### src/rtl/scl_pkg.sv
package scl_pkg;
  localparam int M_W     = 9;
  localparam int N_W     = 2;
  localparam int T_W     = 3;
  localparam int SS_W    = 4;
  localparam int FRAME_W = T_W + SS_W + N_W + M_W;
  localparam int DIV_W   = 1 << N_W;

  typedef struct packed {
    logic [T_W-1:0]  t;
    logic [SS_W-1:0] ss;
    logic [N_W-1:0]  n;
    logic [M_W-1:0]  m;
  } cfg_word_t;
endpackage

### src/rtl/scl_sync_bank.sv
module scl_sync_bank #(
  parameter int W      = 8,
  parameter int STAGES = 2
) (
  input  logic         clk,
  input  logic         rst,
  input  logic [W-1:0] d,
  output logic [W-1:0] q
);
  logic [W-1:0] stage_q [STAGES];

  genvar g;
  generate
    for (g = 0; g < STAGES; g++) begin : g_stage
      if (g == 0) begin : g_first
        always_ff @(posedge clk) begin
          if (rst) stage_q[0] <= '0;
          else     stage_q[0] <= d;
        end
      end else begin : g_next
        always_ff @(posedge clk) begin
          if (rst) stage_q[g] <= '0;
          else     stage_q[g] <= stage_q[g-1];
        end
      end
    end
  endgenerate

  assign q = stage_q[STAGES-1];
endmodule

### src/rtl/scl_edge_det.sv
module scl_edge_det #(
  parameter int W = 1
) (
  input  logic         clk,
  input  logic         rst,
  input  logic [W-1:0] lvl,
  output logic [W-1:0] rise,
  output logic [W-1:0] fall
);
  logic [W-1:0] lvl_q;

  always_ff @(posedge clk) begin
    if (rst) lvl_q <= '0;
    else     lvl_q <= lvl;
  end

  assign rise = lvl & ~lvl_q;
  assign fall = ~lvl & lvl_q;
endmodule

### src/rtl/scl_shifter.sv
module scl_shifter #(
  parameter int W = 18
) (
  input  logic         clk,
  input  logic         rst,
  input  logic         shift_en,
  input  logic         din,
  output logic [W-1:0] q
);
  always_ff @(posedge clk) begin
    if (rst)           q <= '0;
    else if (shift_en) q <= {q[W-2:0], din};
  end
endmodule

### src/rtl/scl_cfg_regs.sv
module scl_cfg_regs
  import scl_pkg::*;
#(
  parameter int M_DEFAULT = 256
) (
  input  logic               clk,
  input  logic               rst,
  input  logic               par_rise,
  input  logic               par_level,
  input  logic               ser_fall,
  input  logic [M_W-1:0]     par_m,
  input  logic [N_W-1:0]     par_n,
  input  logic [FRAME_W-1:0] frame,
  output cfg_word_t          cfg
);
  cfg_word_t frame_w;
  assign frame_w = cfg_word_t'(frame);

  always_ff @(posedge clk) begin
    if (rst) begin
      cfg.m  <= M_W'(M_DEFAULT);
      cfg.n  <= '0;
      cfg.t  <= '0;
      cfg.ss <= '0;
    end else if (par_rise) begin
      cfg.m <= par_m;
      cfg.n <= par_n;
    end else if (ser_fall && !par_level) begin
      cfg <= frame_w;
    end
  end
endmodule

### src/rtl/scl_decode.sv
module scl_decode
  import scl_pkg::*;
#(
  parameter int             M_LO        = 200,
  parameter int             M_HI        = 400,
  parameter logic [T_W-1:0] BYPASS_CODE = 3'b110
) (
  input  logic             clk,
  input  logic             rst,
  input  cfg_word_t        cfg,
  output logic [DIV_W-1:0] post_div,
  output logic             bypass,
  output logic             m_range_err
);
  always_ff @(posedge clk) begin
    if (rst) begin
      post_div    <= DIV_W'(1);
      bypass      <= 1'b0;
      m_range_err <= 1'b0;
    end else begin
      post_div    <= DIV_W'(1) << cfg.n;
      bypass      <= (cfg.t == BYPASS_CODE);
      m_range_err <= (int'(cfg.m) < M_LO) || (int'(cfg.m) > M_HI);
    end
  end
endmodule

### src/rtl/synth_cfg_loader.sv
module synth_cfg_loader
  import scl_pkg::*;
#(
  parameter int SYNC_STAGES = 2,
  parameter int M_DEFAULT   = 256,
  parameter int M_LO        = 200,
  parameter int M_HI        = 400
) (
  input  logic             clk,
  input  logic             rst,
  input  logic             par_load,
  input  logic [M_W-1:0]   par_m,
  input  logic [N_W-1:0]   par_n,
  input  logic             ser_clk,
  input  logic             ser_data,
  input  logic             ser_load,
  output logic [M_W-1:0]   cfg_m,
  output logic [N_W-1:0]   cfg_n,
  output logic [T_W-1:0]   cfg_t,
  output logic [SS_W-1:0]  cfg_ss,
  output logic [DIV_W-1:0] post_div,
  output logic             bypass,
  output logic             m_range_err
);
  localparam int BUS_W = 4 + M_W + N_W;

  logic [BUS_W-1:0]   raw_bus, sync_bus;
  logic               pl_s, sc_s, sd_s, sl_s;
  logic [M_W-1:0]     pm_s;
  logic [N_W-1:0]     pn_s;
  logic [2:0]         strobe_lvl, strobe_rise, strobe_fall;
  logic               par_rise, ser_rise, ser_fall;
  logic [FRAME_W-1:0] shreg;
  cfg_word_t          cfg;

  assign raw_bus = {par_load, par_m, par_n, ser_clk, ser_data, ser_load};

  scl_sync_bank #(.W(BUS_W), .STAGES(SYNC_STAGES)) u_sync (
    .clk(clk), .rst(rst), .d(raw_bus), .q(sync_bus)
  );

  assign {pl_s, pm_s, pn_s, sc_s, sd_s, sl_s} = sync_bus;

  assign strobe_lvl = {pl_s, sc_s, sl_s};

  scl_edge_det #(.W(3)) u_edge (
    .clk(clk), .rst(rst), .lvl(strobe_lvl),
    .rise(strobe_rise), .fall(strobe_fall)
  );

  assign par_rise = strobe_rise[2];
  assign ser_rise = strobe_rise[1];
  assign ser_fall = strobe_fall[0];

  scl_shifter #(.W(FRAME_W)) u_shift (
    .clk(clk), .rst(rst), .shift_en(ser_rise), .din(sd_s), .q(shreg)
  );

  scl_cfg_regs #(.M_DEFAULT(M_DEFAULT)) u_regs (
    .clk(clk), .rst(rst), .par_rise(par_rise), .par_level(pl_s),
    .ser_fall(ser_fall), .par_m(pm_s), .par_n(pn_s), .frame(shreg),
    .cfg(cfg)
  );

  scl_decode #(.M_LO(M_LO), .M_HI(M_HI)) u_dec (
    .clk(clk), .rst(rst), .cfg(cfg),
    .post_div(post_div), .bypass(bypass), .m_range_err(m_range_err)
  );

  assign cfg_m  = cfg.m;
  assign cfg_n  = cfg.n;
  assign cfg_t  = cfg.t;
  assign cfg_ss = cfg.ss;
endmodule

### config.mk
export PLATFORM = sky130hd
export DESIGN_NAME = synth_cfg_loader
export DESIGN_NICKNAME = d
export VERILOG_FILES = /design/src/rtl/scl_pkg.sv /design/src/rtl/scl_sync_bank.sv /design/src/rtl/scl_edge_det.sv /design/src/rtl/scl_shifter.sv /design/src/rtl/scl_cfg_regs.sv /design/src/rtl/scl_decode.sv /design/src/rtl/synth_cfg_loader.sv
export SDC_FILE = /design/constraint.sdc
export NUM_CORES = 1
export LEC_CHECK = 0
export BUFFER_PORTS_ARGS = -buffer_cell sky130_fd_sc_hd__buf_2
export CAP_MARGIN = 20
export CELL_PAD_IN_SITES_DETAIL_PLACEMENT = 0
export CELL_PAD_IN_SITES_GLOBAL_PLACEMENT = 1
export CORE_MARGIN = 2
export CORE_UTILIZATION = 44
export CTS_BUF_LIST = sky130_fd_sc_hd__clkbuf_4 sky130_fd_sc_hd__clkbuf_8
export CTS_CLUSTER_SIZE = 25
export DETAILED_ROUTE_END_ITERATION = 16
export PLACE_DENSITY = 0.84
export SLEW_MARGIN = 20
export SYNTH_ARGS = -nofsm -noshare
export SYNTH_HDL_FRONTEND = slang
export SYNTH_SLANG_ARGS = --single-unit
### constraint.sdc
create_clock -name clk -period 1.78 [get_ports clk]
set_clock_uncertainty 0.2 [all_clocks]
set_input_delay 0 -clock clk [delete_from_list [all_inputs] [get_ports clk]]
set_output_delay 0 -clock clk [all_outputs]
set_load 0.1 [all_outputs]
==> flow_metrics.env, run 1 <==
export IMPL_worst_case_hold_slack_ns=0.199
export IMPL_final_setup_viol_count=0
export IMPL_post_route_min_period_ns=1.61
export IMPL_critical_path_arrival_ns=1.63
export IMPL_crit_path_start_kind="flop"
export IMPL_vdd_ir_drop_worst_uv=594
export IMPL_detail_route_vias_per_cell=4.73
export IMPL_layout_area_overhead_vs_synth_pct=25.7
export IMPL_slew_violations=0
export IMPL_synth_compound_area_share=0.0901
export IMPL_antenna_cells_inserted=0
export IMPL_grt_max_degree=44
export IMPL_critical_path_endpoint_type="flop"
export IMPL_grt_pass1_vias=1655
export IMPL_slew_headroom=0.674
export IMPL_drt_initial_drc_count=100
export IMPL_drt_pre_antenna_iters=4
export IMPL_share_of_synthesized_cell_area_in_and_or_nand_and_nor_gates=0.273
export IMPL_clockRootBuffer="clkbuf_8"
export IMPL_post_synth_num_cell_types=31
export IMPL_critPathMaxFanout=10
export IMPL_drive_gt1_frac=0.236
export IMPL_portBuffers=40
export IMPL_synth_area_top_cells="dfxtp_1, nor2b_1, nand2_1, a21oi_1, nor2_1"
export IMPL_syn_area_um2=2510
export IMPL_count_of_nets_after_finishing=334
export IMPL_total_leakage_power_nw=1.26
export IMPL_pwr_density_cell_nw_per_um2=1110
export IMPL_groute_usage_overall=0.160
export IMPL_antenna_violations_before_repair=0
export IMPL_detail_route_wl_per_cell_um=12.1
export IMPL_criticalPathCategory="flop to flop"
export IMPL_synth_cells=259
export IMPL_final_hold_violation_count=0
export IMPL_cts_clk_slew_worst_paths_ns=0.07
export IMPL_wire_length_of_the_first_global_routing_pass_mm=7.64
export IMPL_dr_total_vias=1863
export IMPL_netlist_top_cell_by_area="dfxtp_1"
export IMPL_timing_worst_slew_pin_value_ns=0.493
export IMPL_drc=0
export IMPL_synth_edf_count=0
export IMPL_worst_setup_path_startpoint="u_sync.stage_q[1][14]"
export IMPL_rows=27
export IMPL_finalSetupTns_ns=0
export IMPL_core_um2=5510
export IMPL_unrepaired_setup_endpoints_after_global_routing="false"
export IMPL_async_flop_share=0
export IMPL_dpl_hpwl_mm=2.95
export IMPL_synth_mux_area_fraction=0
export IMPL_cts_made_buffers=9
export IMPL_fillCellCount=482
export IMPL_worst_r2r_startpoint="u_sync.stage_q[1][14]"
export IMPL_io_pins=41
export IMPL_numClockSinks=75
export IMPL_htreeDepth=3
export IMPL_layout_worst_path_cycle_share=0.902
export IMPL_timing_hold_worst_class="input pin to flop"
export IMPL_result_of_the_run="finished, final reports clean"
export IMPL_required_time_of_the_critical_path_ns=1.80
export IMPL_ant_nets=0
export IMPL_seq_area_frac_synth=0.597
export IMPL_postSynthRegisterBits=75
export IMPL_main_combinational_cell_family_by_area_after_synthesis="simple AND/OR/NAND/NOR gates"
export IMPL_max_cap_viol_count=0
export IMPL_clk_path_buf_depth=2
export IMPL_clock_insertion_delay_at_the_later_pin_of_the_skew_report_ns=0.34
export IMPL_routed_wl_mm=4.77
export IMPL_final_weighted_congestion_in_routability_driven_placement=0.760
export IMPL_timing_hold_worst_start="par_n[0]"
export IMPL_tritoncts="done"
export IMPL_grt_overflow_total=0
export IMPL_avgSynthCellArea_um2=9.71
export IMPL_synth_yosys_warnings=0
export IMPL_dominantRegCellSynth="dfxtp_1"
export IMPL_starting_utilization_of_the_core_area=0.456
export IMPL_adder_cell_area_share_of_the_yosys_netlist=0
export IMPL_fp_dieArea_um2=6330
export IMPL_post_synth_xor_xnor_area=0
export IMPL_max_clock_freq_mhz=623
export IMPL_chipHeight_um=79.6
export IMPL_synthesis_nets=276
export IMPL_synth_largest_type_area_fraction=0.597
export IMPL_die_w_um=79.6
report_power, final:
part | leakage [nW] | switching, mW | internal (mW)
logic | 0.528 | 0.189 | 0.0904
clock network | 0.116 | 0.588 | 0.879
registers | 0.614 | 0.0240 | 1.73
total | 1.26 | 0.801 | 2.70
stage by stage:
step                cells  worst slack (ns)   util  cell area [um^2]  total power, mW
detailed placement    362             0.190  0.503              2770             2.04
global route          394            0.0949  0.574              3160             3.63
global placement      362             0.225  0.503              2770             2.04
finish                394             0.175  0.574              3160             3.50
CTS                   394             0.180  0.574              3160             3.54
floorplan             259            0.0329      -              2520             1.99
critical path: stages (launching register included):
cell and delay (ns):
dfxtp_1 0.36, or3b_1 0.54, buf_4 0.25, nand2_1 0.08
a21oi_1 0.06
final timing paths:
check | end | slack, ns | depth (start not counted)
max | u_regs.cfg[16] | 0.17 | 4
max reg2reg | u_regs.cfg[16] | 0.17 | 4
min | u_sync.stage_q[0][3] | 0.20 | 3
min reg2reg | u_sync.stage_q[1][10] | 0.24 | 1
placed cells by master, fill, tap and decap left out, drive strengths merged:
| cell | synthesis | final |
|---|---|---|
| a21oi | 29 | 29 |
| a22o | 1 | 1 |
| a22oi | 4 | 4 |
| a311oi | 1 | 1 |
| and2b | 1 | 1 |
| and3b | 1 | 1 |
| buf | 12 | 48 |
| bufinv | 0 | 2 |
| clkbuf | 5 | 12 |
| clkinv | 0 | 1 |
| clkinvlp | 0 | 1 |
| dfxtp | 75 | 75 |
| dlygate4sd3 | 0 | 16 |
| nand2 | 52 | 52 |
| nand2b | 1 | 1 |
| nand3 | 4 | 4 |
| nor2 | 13 | 13 |
| nor2b | 34 | 34 |
| nor3 | 9 | 9 |
| nor3b | 3 | 3 |
| nor4 | 7 | 7 |
| nor4b | 2 | 2 |
| nor4bb | 1 | 1 |
| o21bai | 1 | 1 |
| o311ai | 1 | 1 |
| or2b | 1 | 1 |
| or3b | 1 | 1 |
cell families (layout without fill, tap and decap cells):
kind of cell,count (synthesis),count (layout)
simple gates,130,130
flops,75,75
compound gates,37,37
buf+inv,17,80
repair_timing:
item | in CTS | in global routing
gates resized for setup | 0 | 0
hold endpoints to repair | 24 | 0
hold buffers | 16 | 0
setup buffers | 0 | 0
synth_stat cells (2+ instances only):
| cell | n |
|---|---|
| a21oi_1 | 26 |
| nand3_2 | 3 |
| nor4b_1 | 2 |
| a22oi_1 | 4 |
| nor3b_1 | 2 |
| a21oi_2 | 3 |
| nor2_1 | 13 |
| clkbuf_1 | 5 |
| buf_2 | 7 |
| nand2_1 | 52 |
| nor4_1 | 6 |
| buf_4 | 2 |
| dfxtp_1 | 75 |
| nor3_1 | 9 |
| nor2b_1 | 34 |
layer usage:
metal	track usage	up-vias	wire (um)
met2	0.244	45	2180
met5	0	-	0
met1	0.197	842	2270
met4	0.109	0	107
met3	0.0441	11	220
li1	-	965	-
flip-flops by register name, summed over array words and instances, names as in the netlist:
| name | count |
|---|---|
| u_sync.stage_q | 30 |
| u_regs.cfg | 18 |
| u_shift.q | 18 |
| u_dec.post_div | 4 |
| u_edge.lvl_q | 3 |
| u_dec.bypass | 1 |
| u_dec.m_range_err | 1 |
area by class of cell:
cell class,instances,area [um^2],share of cell area
flip-flops and latches,75,1510,0.476
multi-input cells,167,913,0.289
repair buffers,64,420,0.133
clock buffers,12,159,0.0503
well taps,72,90.1,0.0285
clock inverters,4,72.6,0.0230
(Power assumes the default switching activity.)
==> run 2: changes to the inputs <==
ABC_AREA = 1   (was default)
CORE_ASPECT_RATIO = 0.5   (was default)
CORE_UTILIZATION = 42   (was 44)
PLACE_DENSITY = 0.83   (was 0.84)
==> flow_metrics.env, run 2 <==
export IMPL_post_layout_util=0.559
export IMPL_core_um2=6060
export IMPL_cts_clk_slew_worst_paths_ns=0.07
export IMPL_result_of_the_run="finished, final reports clean"
export IMPL_final_hold_violation_count=0
export IMPL_async_flop_share=0
export IMPL_rows=20
export IMPL_pwr_density_cell_nw_per_um2=1020
export IMPL_critPathMaxFanout=39
export IMPL_antenna_cells_inserted=0
export IMPL_drt_pre_antenna_iters=4
export IMPL_max_clock_freq_mhz=607
export IMPL_drc=0
export IMPL_fillCellCount=603
export IMPL_synth_cells=331
export IMPL_cts_repair_resize_count=0
export IMPL_timing_worst_slew_pin_value_ns=0.561
export IMPL_largest_register="u_sync.stage_q"
export IMPL_layout_worst_path_cycle_share=0.925
export IMPL_critical_path_arrival_ns=1.68
export IMPL_post_route_min_period_ns=1.65
export IMPL_grt_max_degree=40
export IMPL_avgSynthCellArea_um2=7.93
export IMPL_largest_reg_flops=30
export IMPL_netlist_top_cell_by_area="dfxtp_1"
export IMPL_io_pins=41
export IMPL_timing_hold_worst_class="flop to flop"
export IMPL_vdd_ir_drop_worst_uv=363
export IMPL_max_cap_viol_count=0
export IMPL_clk_path_buf_depth=2
export IMPL_synth_edf_count=0
export IMPL_groute_usage_overall=0.159
export IMPL_ant_nets=0
export IMPL_synth_largest_type_area_fraction=0.572
export IMPL_synth_yosys_warnings=0
export IMPL_clock_insertion_delay_at_the_later_pin_of_the_skew_report_ns=0.34
export IMPL_finalPower_mw=3.45
export IMPL_fin_area_um2=3380
export IMPL_final_seq_area_um2=1500
export IMPL_clockRootBuffer="clkbuf_8"
export IMPL_required_time_of_the_critical_path_ns=1.81
export IMPL_layout_area_overhead_vs_synth_pct=28.9
export IMPL_slew_headroom=0.626
export IMPL_synth_cells_most_frequent="nor2_1, dfxtp_1, inv_1"
export IMPL_dpl_hpwl_mm=3.30
export IMPL_synth_area_top_cells="dfxtp_1, nor2_1, inv_1, o21ai_0, nand2_1"
export IMPL_slew_violations=0
export IMPL_unrepaired_setup_endpoints_after_global_routing="false"
export IMPL_seq_area_frac_synth=0.572
export IMPL_dominantRegCellSynth="dfxtp_1"
export IMPL_cts_made_buffers=9
export IMPL_final_weighted_congestion_in_routability_driven_placement=0.775
export IMPL_final_setup_viol_count=0
export IMPL_final_common_cell="nor2_1"
export IMPL_synthesis_nets=348
export IMPL_fp_dieArea_um2=6940
export IMPL_postPlaceCellArea_um2=2890
export IMPL_starting_utilization_of_the_core_area=0.434
export IMPL_antenna_violations_before_repair=0
export IMPL_post_synth_num_cell_types=18
export IMPL_tritoncts="done"
export IMPL_drive_gt1_frac=0.169
export IMPL_cts_hold_fix_buffers=30
export IMPL_criticalPathCategory="input pin to flop"
export IMPL_portBuffers=40
export IMPL_wire_length_of_the_first_global_routing_pass_mm=8.16
export IMPL_chipHeight_um=59.9
export IMPL_routed_wl_mm=4.96
export IMPL_finalSetupTns_ns=0
export IMPL_detail_route_wl_per_cell_um=10.0
export IMPL_largest_registers="u_sync.stage_q (30), u_regs.cfg (18), u_shift.q (18)"
export IMPL_count_of_nets_after_finishing=420
export IMPL_syn_area_um2=2630
export IMPL_dr_total_vias=2132
export IMPL_die_w_um=116
export IMPL_yosysMostFrequentCell="nor2_1"
export IMPL_htreeDepth=3
export IMPL_grt_pass1_vias=1807
export IMPL_numClockSinks=75
export IMPL_most_common_layout_cells="nor2_1, dfxtp_1, inv_1"
export IMPL_grt_overflow_total=0
export IMPL_crit_path_start_kind="input pin"
export IMPL_multiInputGateArea_um2=803
export IMPL_postSynthRegisterBits=75
export IMPL_drt_initial_drc_count=125
export IMPL_critical_path_endpoint_type="flop"
export IMPL_total_leakage_power_nw=1.62
export IMPL_detail_route_vias_per_cell=4.30
export IMPL_postCtsSetupBuffers=0
## run 2: cell count changes after synthesis, moves of 4 or more
cell / change
nor2_1: +68
inv_1: +59
nor2b_1: -34
o21ai_0: +34
nand2_1: -25
nand3_1: +11
a21oi_1: -8
nor3_1: -8
nor4_1: -5
a22oi_1: -4
## run 2: worst max-delay path, cell delays in order
cell           delay, ns
dlygate4sd3_1       0.52
buf_2               0.11
buf_4               0.36
nor2_1              0.10
dlygate4sd3_1       0.57
## run 2: cells by family after synthesis
kind of cell | count (synthesis) | synth area share
flip-flops | 75 | 0.572
AO/OA/AOI/OAI | 53 | 0.102
buffers and inverters | 75 | 0.122
AND/OR/NAND/NOR | 128 | 0.204
## run 2: where the power goes
| group | total, mW | leakage, nW | switching (mW) | internal, mW |
|---|---|---|---|---|
| Combinational | 0.397 | 0.908 | 0.275 | 0.122 |
| Clock | 1.27 | 0.0919 | 0.604 | 0.662 |
| Sequential | 1.79 | 0.615 | 0.0367 | 1.75 |
## run 2: layout make-up
type	count	area share
sequential	75	0.444
multi-input combinational	181	0.237
timing repair buffer	75	0.159
inverter	61	0.0691
clock buffer	10	0.0388
tap	88	0.0325
clock inverter	6	0.0196
## run 2: through the flow
step / worst slack [ns] / instances / hold slack [ns]
after floorplan: 0.108 / 331 / -0.0930
after global placement: 0.385 / 450 / 0.000757
after detailed placement: 0.297 / 450 / 0.00693
after CTS: 0.181 / 496 / 0.203
after global routing: 0.0365 / 496 / 0.212
final: 0.134 / 496 / 0.202
## run 2: worst paths after layout
kind | from | end | slack (ns) | cells after the start
worst max register to register | u_sync.stage_q[1][14] | u_regs.cfg[4] | 0.27 | 6
worst max-delay path | rst | u_sync.stage_q[0][3] | 0.13 | 5
worst min register to register | u_sync.stage_q[0][10] | u_sync.stage_q[1][10] | 0.20 | 2
worst min-delay path | u_sync.stage_q[0][10] | u_sync.stage_q[1][10] | 0.20 | 2
## run 2: metal layers
layer / GRT usage / routed length (um) / vias up
met5: 0 / 0 / -
met4: 0.0765 / 91 / 0
met1: 0.196 / 2500 / 935
met2: 0.251 / 2160 / 43
li1: - / - / 1144
met3: 0.0578 / 205 / 10
==> run 3: changes to the inputs <==
REMOVE_ABC_BUFFERS = 1   (was default)
==> flow_metrics.env, run 3 (same netlist as run 2, synthesis figures left out) <==
export IMPL_clk_path_buf_depth=2
export IMPL_tritoncts="done"
export IMPL_largest_reg_flops=30
export IMPL_wire_length_of_the_first_global_routing_pass_mm=8.22
export IMPL_slew_headroom=0.659
export IMPL_chipHeight_um=59.9
export IMPL_post_route_min_period_ns=1.65
export IMPL_timing_worst_slew_pin_value_ns=0.511
export IMPL_unrepaired_setup_endpoints_after_global_routing="false"
export IMPL_critical_path_most_common_cell="dlygate4sd3_1"
export IMPL_routed_wl_mm=4.81
export IMPL_grt_pass1_vias=1977
export IMPL_cp_top_family="buffers and inverters"
export IMPL_drc=0
export IMPL_crit_path_start_kind="input pin"
export IMPL_detail_route_wl_per_cell_um=9.71
export IMPL_drive_gt1_frac=0.165
export IMPL_final_common_cell="nor2_1"
export IMPL_critical_path_cell_chain="dlygate4sd3_1, buf_2, buf_4, nor2_1, dlygate4sd3_1"
export IMPL_antenna_violations_before_repair=0
export IMPL_dpl_cell_count=449
export IMPL_layout_area_overhead_vs_synth_pct=27.8
export IMPL_clockRootBuffer="clkbuf_8"
export IMPL_worst_r2r_startpoint="u_sync.stage_q[1][14]"
export IMPL_portBuffers=40
export IMPL_max_cap_viol_count=0
export IMPL_fp_dieArea_um2=6940
export IMPL_grt_use_met2=0.261
export IMPL_required_time_of_the_critical_path_ns=1.80
export IMPL_drt_initial_drc_count=104
export IMPL_die_w_um=116
export IMPL_count_of_nets_after_finishing=420
export IMPL_io_pins=41
export IMPL_fin_cells=495
export IMPL_critPathMaxFanout=39
export IMPL_antenna_cells_inserted=0
export IMPL_layout_worst_path_cycle_share=0.929
export IMPL_htreeDepth=3
export IMPL_worst_setup_path_startpoint="rst"
export IMPL_final_hold_violation_count=0
export IMPL_finalPower_mw=3.29
export IMPL_final_setup_viol_count=0
export IMPL_timing_hold_worst_start="u_sync.stage_q[0][8]"
export IMPL_global_route_usage_met3=0.0578
export IMPL_fillCellCount=592
export IMPL_core_um2=6060
export IMPL_grt_overflow_total=0
export IMPL_vdd_ir_drop_worst_uv=411
export IMPL_largest_registers="u_sync.stage_q (30), u_regs.cfg (18), u_shift.q (18)"
export IMPL_criticalPathCategory="input pin to flop"
export IMPL_max_clock_freq_mhz=605
export IMPL_dpl_hpwl_mm=3.10
export IMPL_grt_max_degree=40
export IMPL_pwr_density_cell_nw_per_um2=981
export IMPL_cpMaxStageDelayCell="dlygate4sd3_1"
export IMPL_worst_path_largest_cell_delay_ns=0.58
export IMPL_clock_insertion_delay_at_the_later_pin_of_the_skew_report_ns=0.34
export IMPL_largest_register="u_sync.stage_q"
export IMPL_total_leakage_power_nw=1.62
export IMPL_ant_nets=0
export IMPL_critical_path_arrival_ns=1.67
export IMPL_slew_violations=0
export IMPL_rows=20
export IMPL_numClockSinks=75
export IMPL_cts_clk_slew_worst_paths_ns=0.07
export IMPL_dr_total_vias=2096
export IMPL_most_common_layout_cells="nor2_1, dfxtp_1, inv_1"
export IMPL_final_weighted_congestion_in_routability_driven_placement=0.780
export IMPL_drt_pre_antenna_iters=4
export IMPL_result_of_the_run="finished, final reports clean"
export IMPL_grt_use_met1=0.184
export IMPL_critical_path_endpoint_type="flop"
export IMPL_cts_repair_resize_count=0
export IMPL_starting_utilization_of_the_core_area=0.434
export IMPL_detail_route_vias_per_cell=4.23
export IMPL_worst_path_buf_inv=4
export IMPL_groute_usage_overall=0.155
export IMPL_globalRoute_busiestLayer="met2"
export IMPL_cts_made_buffers=9
export IMPL_timing_hold_worst_class="flop to flop"
==> run 3: cell types whose count changed in the layout (fill, tap and decap cells not counted), sizes merged <==
cell,before,now
buf,45,44
bufinv,1,0
clkbuf,10,12
clkinv,2,3
clkinvlp,3,0
dlygate4sd3,30,31
==> run 3: repair_timing <==
item / 4_1_cts / 5_1_grt
setup buffers: 0 / 0
endpoints found under the hold margin: 61 / 0
hold buffers: 31 / 0
==> run 3: metrics by stage <==
step                hold slack, ns   util  setup WS (ns)  area (um^2)  TNS (ns)
finish                       0.201  0.554          0.127         3360         0
global placement          -0.00237  0.475          0.395         2880         0
floorplan                   -0.131      -        -0.0303         2540   -0.0607
detailed placement         0.00664  0.475          0.333         2880         0
CTS                          0.202  0.554          0.174         3360         0
global route                 0.216  0.554         0.0320         3360         0
==> run 3: final cells by class <==
type	count	area [um^2]	area share
flip-flops and latches	75	1500	0.447
multi-input cells	181	803	0.239
repair buffers	75	541	0.161
inverters	61	234	0.0697
clock buffers	12	153	0.0455
well taps	88	110	0.0328
clock inverters	3	15.0	0.00447
==> run 3: worst register-to-register path, stage by stage, from the launching register on <==
cell and delay [ns]:
dfxtp_1 0.41, buf_4 0.20, nand2_4 0.12, nand2_4 0.15, inv_1 0.11, nor2_1 0.11, nor2_1 0.05
==> run 3: power by group <==
| part | switching [mW] | total [mW] | internal (mW) |
|---|---|---|---|
| Combinational | 0.275 | 0.397 | 0.122 |
| Sequential | 0.0360 | 1.79 | 1.75 |
| Clock | 0.549 | 1.11 | 0.561 |
==> run 3: per-layer routing <==
layer,wire [um],up-vias
met2,2120,38
met5,0,-
met4,62,0
met1,2410,914
li1,-,1137
met3,209,7
==> run 3: worst paths after layout <==
kind | depth (start not counted) | endpoint | slack (ns)
min reg2reg | 2 | u_sync.stage_q[1][8] | 0.20
min | 2 | u_sync.stage_q[1][8] | 0.20
max reg2reg | 6 | u_regs.cfg[2] | 0.32
max | 5 | u_sync.stage_q[0][1] | 0.13
